==> src/rtl/sup_pkg.sv <==
package sup_pkg;

  typedef enum logic [1:0] {
    ST_OFF = 2'd0,
    ST_ACT = 2'd1,
    ST_OVL = 2'd2,
    ST_UVL = 2'd3
  } sup_state_e;

  localparam int unsigned NUM_STEPS = 4;
  localparam logic [1:0]  FULL_CODE = 2'(NUM_STEPS - 1);

  localparam int unsigned FLT_OV   = 0;
  localparam int unsigned FLT_UV   = 1;
  localparam int unsigned WIN_OUT  = 2;
  localparam int unsigned WIN_IN   = 3;
  localparam int unsigned NUM_FILT = 4;

  function automatic int unsigned cnt_width(input int unsigned lim);
    return (lim < 2) ? 1 : $clog2(lim + 1);
  endfunction

  function automatic logic pg_next(input logic cur, input logic settled,
                                   input logic out_q, input logic in_q);
    if (!settled)  return 1'b0;
    if (out_q)     return 1'b0;
    if (in_q)      return 1'b1;
    return cur;
  endfunction

endpackage

==> src/rtl/sup_deglitch.sv <==
module sup_deglitch #(
  parameter int unsigned DEG_CYC = 250
) (
  input  logic clk,
  input  logic rst_n,
  input  logic in_i,
  output logic qual_o
);
  import sup_pkg::*;

  localparam int unsigned CW = cnt_width(DEG_CYC);
  localparam logic [CW-1:0] LIM = CW'(DEG_CYC);

  logic [CW-1:0] run_cnt;

  always_ff @(posedge clk or negedge rst_n) begin
    if (!rst_n)           run_cnt <= '0;
    else if (!in_i)       run_cnt <= '0;
    else if (run_cnt != LIM) run_cnt <= run_cnt + 1'b1;
  end

  assign qual_o = (run_cnt == LIM);


  qual_needs_input_chk: assert property (@(posedge clk) disable iff (!rst_n)
    $rose(qual_o) |-> $past(in_i));

endmodule

==> src/rtl/sup_softstart.sv <==
module sup_softstart #(
  parameter int unsigned STEP_CYC  = 50000,
  parameter int unsigned BLANK_CYC = 250000
) (
  input  logic       clk,
  input  logic       rst_n,
  input  logic       run_i,
  output logic [1:0] code_o,
  output logic       done_o,
  output logic       blank_done_o
);
  import sup_pkg::*;

  localparam int unsigned SW = cnt_width(STEP_CYC);
  localparam int unsigned BW = cnt_width(BLANK_CYC);
  localparam logic [SW-1:0] STEP_LAST = SW'(STEP_CYC - 1);
  localparam logic [BW-1:0] BLANK_LIM = BW'(BLANK_CYC);

  logic [SW-1:0] step_cnt;
  logic [1:0]    step_idx;
  logic          ss_done;
  logic [BW-1:0] blank_cnt;
  logic          step_wrap;

  assign step_wrap = (step_cnt == STEP_LAST);

  always_ff @(posedge clk or negedge rst_n) begin
    if (!rst_n) begin
      step_cnt <= '0;
      step_idx <= '0;
      ss_done  <= 1'b0;
    end else if (!run_i) begin
      step_cnt <= '0;
      step_idx <= '0;
      ss_done  <= 1'b0;
    end else if (!ss_done) begin
      if (step_wrap) begin
        step_cnt <= '0;
        if (step_idx == FULL_CODE) ss_done <= 1'b1;
        else                       step_idx <= step_idx + 2'd1;
      end else begin
        step_cnt <= step_cnt + 1'b1;
      end
    end
  end

  always_ff @(posedge clk or negedge rst_n) begin
    if (!rst_n)                    blank_cnt <= '0;
    else if (!run_i)               blank_cnt <= '0;
    else if (blank_cnt != BLANK_LIM) blank_cnt <= blank_cnt + 1'b1;
  end

  assign code_o       = step_idx;
  assign done_o       = ss_done;
  assign blank_done_o = (blank_cnt == BLANK_LIM);


  code_monotonic_chk: assert property (@(posedge clk) disable iff (!rst_n)
    (run_i && $past(run_i)) |-> (code_o == $past(code_o) || code_o == $past(code_o) + 2'd1));


  done_at_full_chk: assert property (@(posedge clk) disable iff (!rst_n)
    $rose(done_o) |-> $past(step_wrap));

endmodule

==> src/rtl/rail_supervisor.sv <==
module rail_supervisor #(
  parameter int unsigned STEP_CYC  = 50000,
  parameter int unsigned DEG_CYC   = 250,
  parameter int unsigned BLANK_CYC = 250000
) (
  input  logic       clk,
  input  logic       rst_n,
  input  logic       supply_por_i,
  input  logic       supply_uvlo_i,
  input  logic       enable_i,
  input  logic       ov_flag_i,
  input  logic       uv_flag_i,
  input  logic       in_window_i,
  output logic [1:0] ilim_scale_o,
  output logic       force_low_o,
  output logic       tristate_o,
  output logic       pgood_o
);
  import sup_pkg::*;

  sup_state_e state_q, state_d;
  logic run;
  logic ss_code_n;
  logic [1:0] ss_code;
  logic ss_done, blank_done;
  logic [NUM_FILT-1:0] flt_in, flt_q;
  logic pg_q;

  assign run       = (state_q == ST_ACT);
  assign ss_code_n = 1'b0;

  sup_softstart #(.STEP_CYC(STEP_CYC), .BLANK_CYC(BLANK_CYC)) u_ss (
    .clk          (clk),
    .rst_n        (rst_n),
    .run_i        (run),
    .code_o       (ss_code),
    .done_o       (ss_done),
    .blank_done_o (blank_done)
  );

  always_comb begin
    flt_in          = '0;
    flt_in[FLT_OV]  = ov_flag_i & run;
    flt_in[FLT_UV]  = uv_flag_i & run & blank_done;
    flt_in[WIN_OUT] = ~in_window_i & run & ss_done;
    flt_in[WIN_IN]  = in_window_i & run & ss_done;
  end

  for (genvar g = 0; g < NUM_FILT; g++) begin : g_flt
    sup_deglitch #(.DEG_CYC(DEG_CYC)) u_flt (
      .clk    (clk),
      .rst_n  (rst_n),
      .in_i   (flt_in[g]),
      .qual_o (flt_q[g])
    );
  end

  always_comb begin
    state_d = state_q;
    if (!supply_por_i || !enable_i) begin
      state_d = ST_OFF;
    end else begin
      case (state_q)
        ST_OFF: if (supply_uvlo_i) state_d = ST_ACT;
        ST_ACT: begin
          if (flt_q[FLT_OV])      state_d = ST_OVL;
          else if (flt_q[FLT_UV]) state_d = ST_UVL;
          else if (!supply_uvlo_i) state_d = ST_OFF;
        end
        default: state_d = state_q;
      endcase
    end
  end

  always_ff @(posedge clk or negedge rst_n) begin
    if (!rst_n) state_q <= ST_OFF;
    else        state_q <= state_d;
  end

  always_ff @(posedge clk or negedge rst_n) begin
    if (!rst_n) pg_q <= 1'b0;
    else        pg_q <= pg_next(pg_q, run & ss_done, flt_q[WIN_OUT], flt_q[WIN_IN]);
  end

  assign ilim_scale_o = run ? ss_code : {1'b0, ss_code_n};
  assign tristate_o   = (state_q == ST_UVL);
  assign force_low_o  = (state_q == ST_OVL) ||
                        ((state_q != ST_UVL) && supply_por_i && !supply_uvlo_i);
  assign pgood_o      = pg_q & run;


  no_dual_drive_chk: assert property (@(posedge clk) disable iff (!rst_n)
    !(force_low_o && tristate_o));


  fault_clear_chk: assert property (@(posedge clk) disable iff (!rst_n)
    (!supply_por_i || !enable_i) |=> (!tristate_o && state_q != ST_OVL));


  ov_latch_hold_chk: assert property (@(posedge clk) disable iff (!rst_n)
    (state_q == ST_OVL && supply_por_i && enable_i) |=> force_low_o);


  ov_priority_chk: assert property (@(posedge clk) disable iff (!rst_n)
    (flt_q[FLT_OV] && run && supply_por_i && enable_i) |=> (force_low_o && !tristate_o));


  uv_tristate_chk: assert property (@(posedge clk) disable iff (!rst_n)
    $rose(tristate_o) |-> $past(flt_q[FLT_UV]));


  pgood_full_scale_chk: assert property (@(posedge clk) disable iff (!rst_n)
    pgood_o |-> (ilim_scale_o == FULL_CODE));

endmodule

==> config.mk <==
export PLATFORM = sky130hd
export DESIGN_NAME = rail_supervisor
export DESIGN_NICKNAME = d
export VERILOG_FILES = /design/src/rtl/sup_pkg.sv /design/src/rtl/sup_deglitch.sv /design/src/rtl/sup_softstart.sv /design/src/rtl/rail_supervisor.sv
export SDC_FILE = /design/constraint.sdc
export NUM_CORES = 1
export LEC_CHECK = 0
export ABC_AREA = 1
export ABC_CLOCK_PERIOD_IN_PS = 1850
export BUFFER_PORTS_ARGS = -buffer_cell sky130_fd_sc_hd__clkbuf_2
export CAP_MARGIN = 5
export CORE_ASPECT_RATIO = 0.8
export CORE_MARGIN = 3
export CORE_UTILIZATION = 55
export DETAILED_ROUTE_END_ITERATION = 10
export PLACE_DENSITY = 0.68
export RECOVER_POWER = 50
export SLEW_MARGIN = 20
export SYNTH_ARGS = -nofsm -noshare
export SYNTH_HDL_FRONTEND = slang
export SYNTH_HIERARCHICAL = 1
export SYNTH_SLANG_ARGS = --single-unit
==> constraint.sdc <==
create_clock -name clk -period 1.85 [get_ports clk]
set_clock_uncertainty 0.15 [all_clocks]
set_input_delay 0.185 -clock clk [delete_from_list [all_inputs] [get_ports clk]]
set_output_delay 0.185 -clock clk [all_outputs]
set_load 0.01 [all_outputs]
==> impl_metrics.csv, run 1 <==
group,metric,value,unit
worst_setup_path,worst_setup_path_start_kind,"flop",
worst_setup_path,end_kind,"output pin",
yosys,synth_fp_nets,616,
sta,worstMarginPinSlew,719,ps
yosys,ys_top_cells_by_area,"dfrtp_1, nand2_1, nor2_1",
floorplan,start_util,58.4,%
worst_setup_path,reg2reg_slack,120,ps
cts,clk_latency,350,ps
placement,dp_cells,714,
global_routing,use_met1,29.7,%
floorplan,pin_count,13,
yosys,syn_area,4440,µm²
drt,wl_per_cell,12.6,µm
sta,period_share,94.0,%
cts,clockBufferDepth,2,
sta,rsz0062_at_grt,"yes",
cts,cts.clk_slew.worst_paths,70,ps
global_routing,met2_usage,36.1,%
drt,drt_iter0_markers,189,
sta,setup_viol,0,
yosys,netlist_instances,596,
global_routing,grt_max_degree,46,
yosys,yosys_warnings,6,
final_layout,final_area,5010,µm²
cts,ctsHtreeMaxLevel,3,
sta,drv_slew,0,
worst_hold_path,hold_depth,5,
worst_setup_path,critPathLaunch,"state_q[0]",
drt,firstDrtPassIters,4,
cts,cts_tree,"done",
final_layout,area_growth,12.8,%
floorplan,die_w,106,µm
worst_setup_path,reg2reg_depth,11,
final_layout,layout_common_cells,"nand2_1, nor2_1, dfrtp_1",
global_routing,busiest_layer,"met2",
worst_hold_path,hold_path_end,"state_q[0]",
worst_setup_path,r2r_start,"u_ss/blank_cnt[0]",
drt,drc,0,
drt,via_per_inst,5.14,
worst_setup_path,crit_buf_inv,3,
final_layout,antenna_cells,0,
final_layout,postLayoutCoreUtil,65.9,%
power_and_ir_drop,p_per_area,676,nW/µm²
worst_hold_path,hold_path.startpoint,"supply_uvlo_i",
floorplan,dieArea,9190,µm²
power_and_ir_drop,internal-power,2.69,mW
power_and_ir_drop,ir_drop,610,µV
sta,fmaxAchievable,575,MHz
power_and_ir_drop,power_frac_comb,3.5,%
drt,postRouteAntennaNets,0,
yosys,synth-seq-area-share,40.6,%
floorplan,coreArea,7600,µm²
worst_setup_path,cp.required,1510,ps
status,status,"complete, no violations",
yosys,synth_top_cell_by_area,"dfrtp_1",
power_and_ir_drop,power_switching_share,20.6,%
yosys,synth.top_cell.area_share,40.6,%
global_routing,grt_pass1_vias,3652,
worst_setup_path,worstSetupPathType,"reg2out",
placement,gp_congestion,0.901,
placement,place_area,4670,µm²
global_routing,track_usage,22.3,%
power_and_ir_drop,clkPwrFrac,49.6,%
global_routing,grt_first_pass_wirelength,16.4,mm
run,drv_cap,0,
cts,cts.sink_count,72,
worst_setup_path,crit_path_frequent_cell,"inv_2",
floorplan,rows,28,
worst_setup_path,crit_fanout,5,
sta,finalHoldViolCount,0,
worst_setup_path,cp_cell_sequence,"inv_2 -> nor2_4 -> inv_2 -> nor2_1 -> clkbuf_2",
sta,fin_crit,1740,ps
drt,num_vias,3798,
worst_setup_path,r2r-end,"g_flt[1].u_flt/run_cnt[0]",
placement,numPortBuffers,12,
global_routing,met3_usage,5.51,%
power_and_ir_drop,power.switching,0.698,mW
worst_hold_path,hold_path.class,"in2reg",
global_routing,gr-total-overflow,0,
drt,drt-total-wl,9.29,mm
final_layout,layout-drive-gt1-share,21.1,%
final_layout,final_common_cell,"nand2_1",
power_and_ir_drop,p_seq_share,46.9,%
cts,cts_buffers,9,
yosys,synth_area_per_cell,7.45,µm²
worst_setup_path,slowest_delay,410,ps
yosys,synthDistinctLibCells,30,
final_layout,final_cells,739,
worst_setup_path,crit_path_top_delay_cell,"dfrtp_2",
placement,hpwl,6.75,mm
power_and_ir_drop,p_leak,2.31,nW
floorplan,die_h,86.4,µm
global_routing,antenna_found_initial,0,
yosys,ys_seq_elements,72,
final_layout,fin_nets,649,
worst_setup_path,crit_arrival,1400,ps
sta,slew_headroom,52.1,%
cts,cts.root.buffer_cell,"clkbuf_8",
worst_setup_path,critPathTopFamily,"flip-flops",
sta,fin_hold_ws,33.0,ps
==> registers in the layout (all words and copies together), names as in the netlist <==
register	flops
pg_q	1
g_flt.u_flt/run_cnt	32
state_q	2
u_ss/blank_cnt	18
u_ss/done_o	1
u_ss/code_o	2
u_ss/step_cnt	16
==> metal layers <==
layer	wire [µm]	share of wire, %
met1	4450	48
met2	4280	46
met3	411	4.4
met4	144	1.6
met5	0	0
==> metrics by stage <==
| step | worst slack, ps | power [mW] | TNS (ps) |
|---|---|---|---|
| after floorplan | 288 | 1.67 | 0 |
| after global placement | 201 | 1.73 | 0 |
| after detailed placement | 112 | 1.73 | 0 |
| after CTS | 24.1 | 3.43 | 0 |
| after global routing | -19.0 | 3.50 | -59.6 |
| final | 112 | 3.38 | 0 |
==> logic make-up after synthesis <==
family                     after synthesis  synth area share, %
and+or+nand+nor                        372                 41.2
buffers and inverters                   85                 7.58
DFF                                     72                 40.6
AOI/OAI and AO/OA                       48                 5.83
adders and majority gates               12                 3.38
xor gates and xnor gates                 7                 1.38
==> worst register-to-register path: cells and delay by family (launching register included) <==
kind	cells	cell delay, ps
simple gates	6	540
flops	1	430
buf+inv	4	380
fa+ha+maj	1	180
==> area by class of cell <==
class / count / area, µm²
fill: 678 / 2590
multi-input combinational: 439 / 2310
sequential: 72 / 1800
inverter: 79 / 304
timing repair buffer: 28 / 191
clock buffer: 11 / 141
tap: 105 / 131
clock inverter: 5 / 128
==> timing repair <==
action                     4_1_cts  5_1_grt
gates resized for setup          0        8
hold endpoints to repair        74        0
setup endpoints to repair        0       11
buffers inserted                 0        5
hold buffers                     3        0
==> power by group through the flow <==
stage / Sequential [mW] / Clock (mW) / Combinational, mW
after global placement: 1.62 / 0 / 0.113
after detailed placement: 1.62 / 0 / 0.114
after global routing: 1.59 / 1.78 / 0.136
after floorplan: 1.62 / 0 / 0.0501
after CTS: 1.59 / 1.72 / 0.120
final: 1.59 / 1.68 / 0.118
==> how the worst max path moves through the flow <==
stage,end,slack [ps],cells past startpoint
after detailed placement,g_flt[1].u_flt/run_cnt[1],110,11
after CTS,pgood_o,20,5
after floorplan,g_flt[1].u_flt/run_cnt[2],290,11
after global routing,g_flt[1].u_flt/run_cnt[1],-20,11
after global placement,u_ss/code_o[0],200,7
final,ilim_scale_o[1],110,5
==> cells in the mapped netlist <==
cell,number
nor2_1,84
nand3_1,41
xor2_1,5
nor3_2,4
nor2_2,27
o22ai_1,1
nand4_1,18
nand3_4,1
o21ai_0,14
o21bai_2,2
or2_2,4
inv_1,66
o21ai_1,6
nand2_2,16
inv_4,1
nand3b_1,3
nand2_4,7
clkinv_4,1
nor2_4,13
inv_2,11
buf_4,1
nand3_2,2
xnor2_1,2
nor3_1,6
nand2_1,146
ha_1,12
o21bai_1,2
buf_2,5
a21oi_1,23
dfrtp_1,72
(Power assumes the default switching activity.)
==> run 2, diff against run 1 <==
--- a/config.mk
+++ b/config.mk
@@ -6,7 +6,7 @@
 export NUM_CORES = 1
 export LEC_CHECK = 0
 export ABC_AREA = 1
-export ABC_CLOCK_PERIOD_IN_PS = 1850
+export ABC_CLOCK_PERIOD_IN_PS = 2100
 export BUFFER_PORTS_ARGS = -buffer_cell sky130_fd_sc_hd__clkbuf_2
 export CAP_MARGIN = 5
 export CORE_ASPECT_RATIO = 0.8
==> constraint.sdc (replaced) <==
create_clock -name clk -period 2.1 [get_ports clk]
set_clock_uncertainty 0.15 [all_clocks]
set_input_delay 0.21 -clock clk [delete_from_list [all_inputs] [get_ports clk]]
set_output_delay 0.21 -clock clk [all_outputs]
set_load 0.01 [all_outputs]
==> run 2 against run 1 <==
Non-clock buffer count decreased by 7. Register-to-register slack improved by 240 ps. Cell count decreased by 1.2%. Clock power decreased by 39%. Sequential share of layout area increased by 1.1 points. Worst setup slack improved by 51 ps. Largest cell class unchanged. Largest power group is now sequential cells.
==> impl_metrics.csv, run 2 (same netlist as run 1, synthesis figures left out) <==
group,metric,value,unit
power_and_ir_drop,p_seq_share,55.3,%
power_and_ir_drop,clkPwrFrac,40.7,%
worst_setup_path,crit_arrival,1580,ps
drt,drt-total-wl,8.77,mm
final_layout,area_growth,9.47,%
drt,drt_iter0_markers,238,
placement,numPortBuffers,12,
sta,fin_crit,1940,ps
worst_setup_path,slowest_delay,420,ps
worst_setup_path,crit_fanout,12,
cts,cts_tree,"done",
final_layout,largest_register_ffs,32,
worst_hold_path,hold_path.class,"in2reg",
placement,pre_cts_slack,375,ps
global_routing,gr-total-overflow,0,
global_routing,grt_first_pass_wirelength,15.5,mm
global_routing,grt_max_degree,48,
power_and_ir_drop,power_frac_comb,3.9,%
cts,cts.clk_slew.worst_paths,70,ps
floorplan,rows,28,
final_layout,fillers,663,
sta,rsz0062_at_grt,"no",
cts,clockBufferDepth,2,
sta,slew_headroom,3.31,%
cts,ctsHoldBuffers,3,
cts,cts.sink_count,72,
global_routing,track_usage,20.8,%
worst_setup_path,end_kind,"output pin",
worst_setup_path,cp_cell_sequence,"inv_2 -> nor2_4 -> inv_2 -> nor2_1 -> clkbuf_2",
final_layout,final_area,4860,µm²
drt,firstDrtPassIters,5,
cts,cts.root.buffer_cell,"clkbuf_8",
worst_setup_path,worst_setup_path_start_kind,"flop",
cts,ctsResizeCount,0,
drt,drc,0,
cts,cts_buffers,9,
run,drv_cap,0,
sta,drv_slew,0,
placement,gp_congestion,0.896,
power_and_ir_drop,internal-power,1.95,mW
cts,ctsHtreeMaxLevel,3,
final_layout,layout_common_cells,"nand2_1, nor2_1, dfrtp_1",
placement,hpwl,6.65,mm
floorplan,die_h,86.4,µm
floorplan,dieArea,9190,µm²
power_and_ir_drop,power,2.53,mW
floorplan,start_util,58.4,%
worst_setup_path,worstSetupPathType,"reg2out",
sta,finalHoldViolCount,0,
floorplan,coreArea,7600,µm²
worst_setup_path,critPathTopFamily,"simple AND/OR/NAND/NOR gates",
sta,tns,0,ps
power_and_ir_drop,power.switching,0.575,mW
final_layout,final_common_cell,"nand2_1",
sta,fmaxAchievable,516,MHz
worst_setup_path,cp.required,1740,ps
drt,postRouteAntennaNets,0,
sta,setup_slack,162,ps
sta,setup_viol,0,
worst_setup_path,crit_path_frequent_cell,"inv_2",
status,status,"complete, no violations",
final_layout,largest-register,"g_flt.u_flt/run_cnt",
placement,place_area,4660,µm²
floorplan,die_w,106,µm
final_layout,fin_nets,642,
sta,worstMarginPinSlew,1450,ps
worst_setup_path,crit_buf_inv,3,
power_and_ir_drop,power_switching_share,22.8,%
drt,num_vias,3703,
cts,cts_setup_buffers,0,
sta,period_share,92.3,%
drt,via_per_inst,5.07,
cts,clk_latency,350,ps
final_layout,antenna_cells,0,
global_routing,grt_pass1_vias,3441,
power_and_ir_drop,p_leak,2.23,nW
power_and_ir_drop,ir_drop,448,µV
worst_setup_path,crit_path_top_delay_cell,"dfrtp_1",
final_layout,top_regs,"g_flt.u_flt/run_cnt (32), u_ss/blank_cnt (18), u_ss/step_cnt (16)",
floorplan,pin_count,13,
final_layout,layout-drive-gt1-share,19.0,%
power_and_ir_drop,p_per_area,520,nW/µm²
global_routing,antenna_found_initial,0,
drt,wl_per_cell,12.0,µm
[run 2: changes by cell type in the layout (fill, tap and decap cells not counted), moves of 2 or more]
| cell | previous run | this run |
|---|---|---|
| ha_1 | 10 | 12 |
| buf_4 | 12 | 5 |
| bufinv_16 | 4 | 1 |
| ha_2 | 2 | 0 |
| clkinv_2 | 0 | 2 |
[run 2: final cells by class]
class | count | area (µm²) | share of cell area, %
clock inverters | 4 | 47.5 | 0.978
inverters | 79 | 304 | 6.26
flip-flops and latches | 72 | 1800 | 37.1
repair buffers | 21 | 146 | 3.01
well taps | 105 | 131 | 2.70
clock buffers | 10 | 128 | 2.63
multi-input cells | 439 | 2300 | 47.3
[run 2: per-stage QoR]
step,hold slack [ps],instances,utilization (%)
after floorplan,-236,596,-
after global placement,-6.45,713,61.3
after detailed placement,-4.54,713,61.3
after CTS,71.9,730,64.0
after global routing,94.9,730,63.9
final,86.3,730,63.9
[run 2: routing by layer]
metal / global-route usage, % / wire length, µm / vias to the layer above / share of wire, %
li1: - / - / 1929 / -
met1: 29.3 / 4500 / 1705 / 51
met2: 32.8 / 3890 / 64 / 44
met3: 5.14 / 316 / 5 / 3.6
met4: 4.88 / 58 / 0 / 0.66
met5: 0 / 0 / - / 0
[run 2: power groups by stage]
stage	sequential, mW	combinational (mW)	clock, mW
after global routing	1.40	0.114	1.13
after floorplan	1.42	0.0442	0
after global placement	1.43	0.0973	0
after detailed placement	1.43	0.0992	0
final	1.40	0.0990	1.03
after CTS	1.40	0.104	1.07
[run 2: final timing paths]
kind                                          from                   endpoint  slack, ps  depth (start not counted)
worst max-delay path                    state_q[0]            ilim_scale_o[0]        160                          5
min in group asynchronous                    rst_n  g_flt[1].u_flt/run_cnt[7]        580                          2
max in group asynchronous                    rst_n         u_ss/blank_cnt[17]        300                          3
worst max register to register   u_ss/blank_cnt[0]  g_flt[1].u_flt/run_cnt[2]        360                         11
worst min register to register  u_ss/blank_cnt[15]         u_ss/blank_cnt[15]        320                          1
worst min-delay path                 supply_uvlo_i                 state_q[0]         90                          5
[run 2: tightest hold or removal path: cells and delay by family]
family | cells | cell delay [ps]
AOI/OAI and AO/OA | 1 | 60
and+or+nand+nor | 3 | 150
buffers and inverters | 1 | 110
